--- src/rtl/arb_pkg.sv ---
package arb_pkg;

    typedef enum logic [2:0] {
        ST_IDLE     = 3'd0,
        ST_CPU      = 3'd1,
        ST_DMA      = 3'd2,
        ST_REFRESH  = 3'd3,
        ST_PARK     = 3'd4,
        ST_RELEASED = 3'd5
    } arb_state_e;

endpackage

--- src/rtl/arb_sync.sv ---
module arb_sync #(
    parameter int   STAGES    = 2,
    parameter logic RESET_VAL = 1'b1
) (
    input  logic clk,
    input  logic rst_n,
    input  logic d,
    output logic q
);
    logic [STAGES-1:0] chain;

    always_ff @(posedge clk or negedge rst_n) begin
        if (!rst_n) chain[0] <= RESET_VAL;
        else        chain[0] <= d;
    end

    generate
        for (genvar i = 1; i < STAGES; i++) begin : g_stage
            always_ff @(posedge clk or negedge rst_n) begin
                if (!rst_n) chain[i] <= RESET_VAL;
                else        chain[i] <= chain[i-1];
            end
        end
    endgenerate

    assign q = chain[STAGES-1];
endmodule

--- src/rtl/arb_refresh_track.sv ---
module arb_refresh_track (
    input  logic clk,
    input  logic rst_n,
    input  logic rfsh_req,
    input  logic rfsh_done,
    input  logic in_refresh,
    output logic pending
);
    logic pend_q;
    logic clear;

    assign clear = rfsh_done & in_refresh;

    always_ff @(posedge clk or negedge rst_n) begin
        if (!rst_n) pend_q <= 1'b0;
        else        pend_q <= rfsh_req | (pend_q & ~clear);
    end

    assign pending = pend_q;
endmodule

--- src/rtl/arb_fsm.sv ---
module arb_fsm
    import arb_pkg::*;
(
    input  logic       clk,
    input  logic       rst_n,
    input  logic       ext_req,
    input  logic       rfsh_pending,
    input  logic       rfsh_req,
    input  logic       rfsh_done,
    input  logic       cpu_req,
    input  logic       dma_req,
    input  logic       cyc_done,
    output arb_state_e state,
    output logic       ack_n,
    output logic       cpu_gnt,
    output logic       dma_gnt,
    output logic       rfsh_gnt,
    output logic       pin_drive_en,
    output logic       strobe_park
);
    arb_state_e state_q, state_d;
    logic       ack_n_q;

    always_comb begin
        state_d = state_q;
        unique case (state_q)
            ST_IDLE: begin
                if (ext_req)           state_d = ST_PARK;
                else if (rfsh_pending) state_d = ST_REFRESH;
                else if (dma_req)      state_d = ST_DMA;
                else if (cpu_req)      state_d = ST_CPU;
                else                   state_d = ST_IDLE;
            end
            ST_CPU:      if (cyc_done)  state_d = ST_IDLE;
            ST_DMA:      if (cyc_done)  state_d = ST_IDLE;
            ST_REFRESH:  if (rfsh_done) state_d = ST_IDLE;
            ST_PARK:                    state_d = ST_RELEASED;
            ST_RELEASED: begin
                if (!ext_req)
                    state_d = rfsh_pending ? ST_REFRESH : ST_IDLE;
            end
            default:                    state_d = ST_IDLE;
        endcase
    end

    always_ff @(posedge clk or negedge rst_n) begin
        if (!rst_n) begin
            state_q <= ST_IDLE;
            ack_n_q <= 1'b1;
        end else begin
            state_q <= state_d;
            ack_n_q <= ~((state_d == ST_RELEASED) & ~rfsh_pending & ~rfsh_req);
        end
    end

    always_comb begin
        cpu_gnt      = 1'b0;
        dma_gnt      = 1'b0;
        rfsh_gnt     = 1'b0;
        pin_drive_en = 1'b1;
        strobe_park  = 1'b0;
        unique case (state_q)
            ST_IDLE:     ;
            ST_CPU:      cpu_gnt      = 1'b1;
            ST_DMA:      dma_gnt      = 1'b1;
            ST_REFRESH:  rfsh_gnt     = 1'b1;
            ST_PARK:     strobe_park  = 1'b1;
            ST_RELEASED: pin_drive_en = 1'b0;
            default:     ;
        endcase
    end

    assign state = state_q;
    assign ack_n = ack_n_q;
endmodule

--- src/rtl/refresh_bus_arbiter.sv ---
module refresh_bus_arbiter
    import arb_pkg::*;
#(
    parameter int SYNC_STAGES = 2
) (
    input  logic clk,
    input  logic rst_n,
    input  logic ext_hold_req_n,
    output logic ext_hold_ack_n,
    input  logic cpu_req,
    output logic cpu_gnt,
    input  logic dma_req,
    output logic dma_gnt,
    input  logic cyc_done,
    input  logic rfsh_req,
    output logic rfsh_gnt,
    input  logic rfsh_done,
    output logic pin_drive_en,
    output logic strobe_park
);
    logic       req_n_sync;
    logic       ext_req;
    logic       pending;
    arb_state_e state;

    arb_sync #(.STAGES(SYNC_STAGES), .RESET_VAL(1'b1)) u_sync (
        .clk   (clk),
        .rst_n (rst_n),
        .d     (ext_hold_req_n),
        .q     (req_n_sync)
    );

    assign ext_req = ~req_n_sync;

    arb_refresh_track u_rfsh (
        .clk        (clk),
        .rst_n      (rst_n),
        .rfsh_req   (rfsh_req),
        .rfsh_done  (rfsh_done),
        .in_refresh (state == ST_REFRESH),
        .pending    (pending)
    );

    arb_fsm u_fsm (
        .clk          (clk),
        .rst_n        (rst_n),
        .ext_req      (ext_req),
        .rfsh_pending (pending),
        .rfsh_req     (rfsh_req),
        .rfsh_done    (rfsh_done),
        .cpu_req      (cpu_req),
        .dma_req      (dma_req),
        .cyc_done     (cyc_done),
        .state        (state),
        .ack_n        (ext_hold_ack_n),
        .cpu_gnt      (cpu_gnt),
        .dma_gnt      (dma_gnt),
        .rfsh_gnt     (rfsh_gnt),
        .pin_drive_en (pin_drive_en),
        .strobe_park  (strobe_park)
    );
endmodule

--- config.mk ---
export PLATFORM = sky130hd
export DESIGN_NAME = refresh_bus_arbiter
export DESIGN_NICKNAME = d
export VERILOG_FILES = /design/src/rtl/arb_pkg.sv /design/src/rtl/arb_sync.sv /design/src/rtl/arb_refresh_track.sv /design/src/rtl/arb_fsm.sv /design/src/rtl/refresh_bus_arbiter.sv
export SDC_FILE = /design/constraint.sdc
export NUM_CORES = 1
export LEC_CHECK = 0
export ABC_AREA = 0
export BUFFER_PORTS_ARGS = -buffer_cell sky130_fd_sc_hd__buf_2
export CORE_AREA = 2 2 39 41
export DETAILED_ROUTE_END_ITERATION = 7
export DIE_AREA = 0 0 41 43
export SETUP_SLACK_MARGIN = 0.15
export SLEW_MARGIN = 10
export SYNTH_ARGS = -nofsm -noshare
export SYNTH_HDL_FRONTEND = slang
export SYNTH_SLANG_ARGS = --single-unit
--- constraint.sdc ---
create_clock -name clk -period 2 [get_ports clk]
set_input_delay 0.4 -clock clk [delete_from_list [all_inputs] [get_ports clk]]
set_output_delay 0.4 -clock clk [all_outputs]
set_load 0.01 [all_outputs]
* After elaboration in Yosys (flattened, before gate mapping)
Index checks and enable logic that the tools add are counted.
Cells by class: equality and inequality tests 6, mux-type cells 14, bitwise gates (word level) 9, reduce and logical (&&, ||, !) cells 2
Operators by type and width (number):
- $mux 3 | 6
- $pmux 3 s5 | 1
- $eq 3x3->1 const B | 3
- $eq 3x2->1 const B | 2
- $mux 1 | 6
- $and 1x1->1 | 4
- $not 1->1 | 4
- $eq 3x1->1 const B | 1
- $logic_not 3->1 | 1
- $mux 2 | 1
- $reduce_or 2->1 | 1
- $or 1x1->1 | 1
Storage, ports and cells: register bits 7, input bits 8, output and inout bits 6, word-level logic and storage cells 36

* Depth between registers and ports, before layout
depth in word-level cells 9, gate-level depth with buffers 5, mapped depth without buffers 5

* Hierarchy
Synthesis repeated with hierarchy kept, for this count alone.
Second synthesis, totals: cell total of the unflattened synthesis 43, area, all modules 387.9 sq um
By module, submodules not included:
- arb_fsm | instances 1, cells an instance 36, area each 286.5 sq um, sequential area each 101.3 sq um
- arb_sync | instances 1, cells an instance 2, area each 52.6 sq um, sequential area each 52.6 sq um
- arb_refresh_track | instances 1, cells an instance 3, area each 36.3 sq um, sequential area each 25.0 sq um
- refresh_bus_arbiter | instances 1, cells an instance 2, area each 12.5 sq um, sequential area each 0.0 sq um

* Worst setup path after synthesis
No wires, ideal clock.
path kind register to output, start point register u_fsm.state_q[0], in the netlist u_fsm.state[0], end point output dma_gnt, data arrival time 0.862 ns, required time 1.600 ns, setup slack 0.738 ns, stages on the path, launching flop included 3, buffers on the path 1, cell sequence dfrtp_1 buf_4 nor3b_1
Between the ends: cells in the longest elaborated chain, start to end 2
Ends and longest elaborated chain:
- start: declaration | RTL line arb_fsm.sv:21 | arb_state_e state_q, state_d;
- start signal: assignment | RTL line arb_fsm.sv:51 | state_q <= state_d;
- $eq 3x2->1 | RTL line arb_fsm.sv:62 | unique case (state_q)
- $mux 1 | RTL line arb_fsm.sv:62
- end: declaration | RTL line refresh_bus_arbiter.sv:13 | output logic dma_gnt,
Every way passes these cells.

* Worst setup path after layout
start point register u_fsm.state_q[1], in the netlist u_fsm.state[1], end point output dma_gnt
Same word-level chain as after synthesis.

==> results.md <==
- DRT iter0 DRCs: 0
- Most frequent cells in the layout: 13 x buf_2, 5 x nand2_1, 4 x dfrtp_1
- CP max stage cell: dfrtp_1
- Crit path cell chain: nor3b_1 > buf_2
- H-tree lvl count: 1
- Detail Route Antenna Nets: 0
- WL/cell: 10.3 um
- Most crowded layer after global routing: met2
- Final net count: 61
- Async SR Flop Fraction: 1.00
- Utilization after layout: 0.346
- CP peak stage delay: 520 ps
- GR Overflow Total: 0
- Cell Area, Synth: 377 um2
- CTS tree: built
- Worst setup EP type: output port
- Final Hold Viols: 0
- Clk sinks: 7
- GRT Resource Usage Total: 0.108
- Met2 usage: 0.153
- Post-synth cell types: 23
- M1 GR Usage: 0.0897
- Initial core utilization: 0.272
- Slew Limit Fails: 0
- Worst skew pair latency: 250 ps
- N_diodes: 0
- Cells after synthesis: 36
- Number of buffers created by CTS: 3
- Full die area: 1760 um2
- Flops & latches, synth: 7
- Req. time, crit path: 1600 ps
- RSZ-0062 raised after global routing: no
- Period minus WS final: 1630 ps
- CP top delay family: flip-flops
- Residual DRC: 0
- Slew @ Worst Pin: 312 ps
- RePlAce Congestion: 0.669
- Ys flop type: dfrtp_1
- Num ports: 14
- Max FO, Critical Path: 9
- Pwr Density: 1240 nW/um2
- Layout cells sized above 1: 0.481
- Mapped Nets: 44
- Leakage: 0.215 nW
- Reg-to-Reg Start: u_fsm.state[1]
- Final Cycle Share: 0.813
- Largest net degree at the start of global routing: 10
- Global-route wire length before repair: 1100 um
- Post-DR vias/cell: 4.50
- EDFF count, synth: 0
- CP startpoint: u_fsm.state[1]
- Vias in the first global route: 283
- GRT met3 Usage: 0.0471
- Clock Path Buffers: 2
- Clock skew: 1.56 ps
- Hold Path Origin: ext_hold_req_n
- Register area share after synthesis: 0.475
- PostCTS Resize Cnt: 0
- Placed wire-length estimate: 547 um
- Clk slew on worst S/H paths: 50 ps
- Buffers & Inverters on Critical Path: 1
- Die Y: 43 um
- DRT Pass-1 Iters: 1
- Routed wire length: 701 um
- Worst rel slew slack: 0.792
- Worst hold-check path type: in2reg
- Most common cell after layout, fill and taps aside: buf_2
- Port bufs: 13
- Area growth, synth to finish: 27.2%
- Die width: 41 um
- Fmax: 615 MHz
- Final setup fails: 0
- Top cell type's share of synthesized area: 0.266
- Setup TNS: 0 ps
- Initial antenna violation count: 0
- Post-Syn Area per Cell: 10.5 um2
- Root Buffer: clkbuf_4
- Worst EP arrival: 1230 ps
- Worst setup SP type: flop
- Max rail drop VDD: 347 uV
- Core Area: 1380 um2
- Warnings, synthesis: 0
- Row cnt: 14
- Max-Cap Viols: 0
- Status: finished clean
- Vias: 306
- Area contributors post-synth: dfrtp_1 27%, dfstp_2 21%, nand3_2 5.3%
- Critical path class: reg2out
- Synth area leader: dfrtp_1
sequential cells by signal, summed over array words and instances (netlist names):
signal / flops
u_rfsh.pending: 1
u_fsm.state: 3
u_fsm.ack_n: 1
u_sync.chain: 1
u_sync.q: 1
repair_timing:
action                                 CTS  global route
setup buffers                            0             0
endpoints found under the hold margin    4             0
hold buffers                             1             0
layer usage:
metal	up-vias	wire (um)
met5	-	0
met4	0	42
met3	4	35
met2	11	355
met1	137	267
li1	154	-
logic make-up after synthesis:
family / after synthesis / synth area share
buffers and inverters: 5 / 0.0797
adder cells (fa/ha/maj): 1 / 0.0299
AND/OR/NAND/NOR: 17 / 0.302
AO/OA/AOI/OAI: 6 / 0.113
flip-flops: 7 / 0.475
final timing paths:
check,to,slack [ps],cells after the start
max,dma_gnt,370,2
min,u_sync.chain[0],250,1
max reg2reg,u_fsm.ack_n,830,4
min reg2reg,u_sync.q,360,0
max in group asynchronous,u_sync.chain[0],1260,2
min in group asynchronous,u_fsm.state[2],510,2
metrics by stage:
step / worst slack, ps / total power [mW] / hold slack (ps) / instance area [um2] / instances
2_1_floorplan: 738 / 0.427 / 104 / 377 / 36
3_3_place_gp: 662 / 0.471 / 238 / 443 / 63
3_5_place_dp: 623 / 0.472 / 237 / 443 / 63
4_1_cts: 346 / 0.605 / 244 / 479 / 68
5_1_grt: 258 / 0.646 / 241 / 479 / 68
6_report: 374 / 0.592 / 253 / 479 / 68
report_power, final:
| group | internal, mW | switching (mW) | total, mW |
|---|---|---|---|
| Clock | 0.0760 | 0.0499 | 0.126 |
| Combinational | 0.107 | 0.117 | 0.224 |
| Sequential | 0.177 | 0.0655 | 0.243 |
final cells by class:
type / instances / area, um2
Fill cell: 154 / 905
Sequential cell: 7 / 179
Multi-Input combinational cell: 24 / 168
Timing Repair Buffer: 14 / 75.1
Clock buffer: 4 / 26.3
Tap cell: 16 / 20.0
Inverter: 3 / 11.3
synthesized netlist by cell type (2+ instances only):
library cell,count
nand2_1,5
dfrtp_1,4
dfstp_2,3
inv_1,2
nand3_2,2
nor2b_1,2
nor3b_1,2
Note: power is estimated with default switching activity, not from simulation.
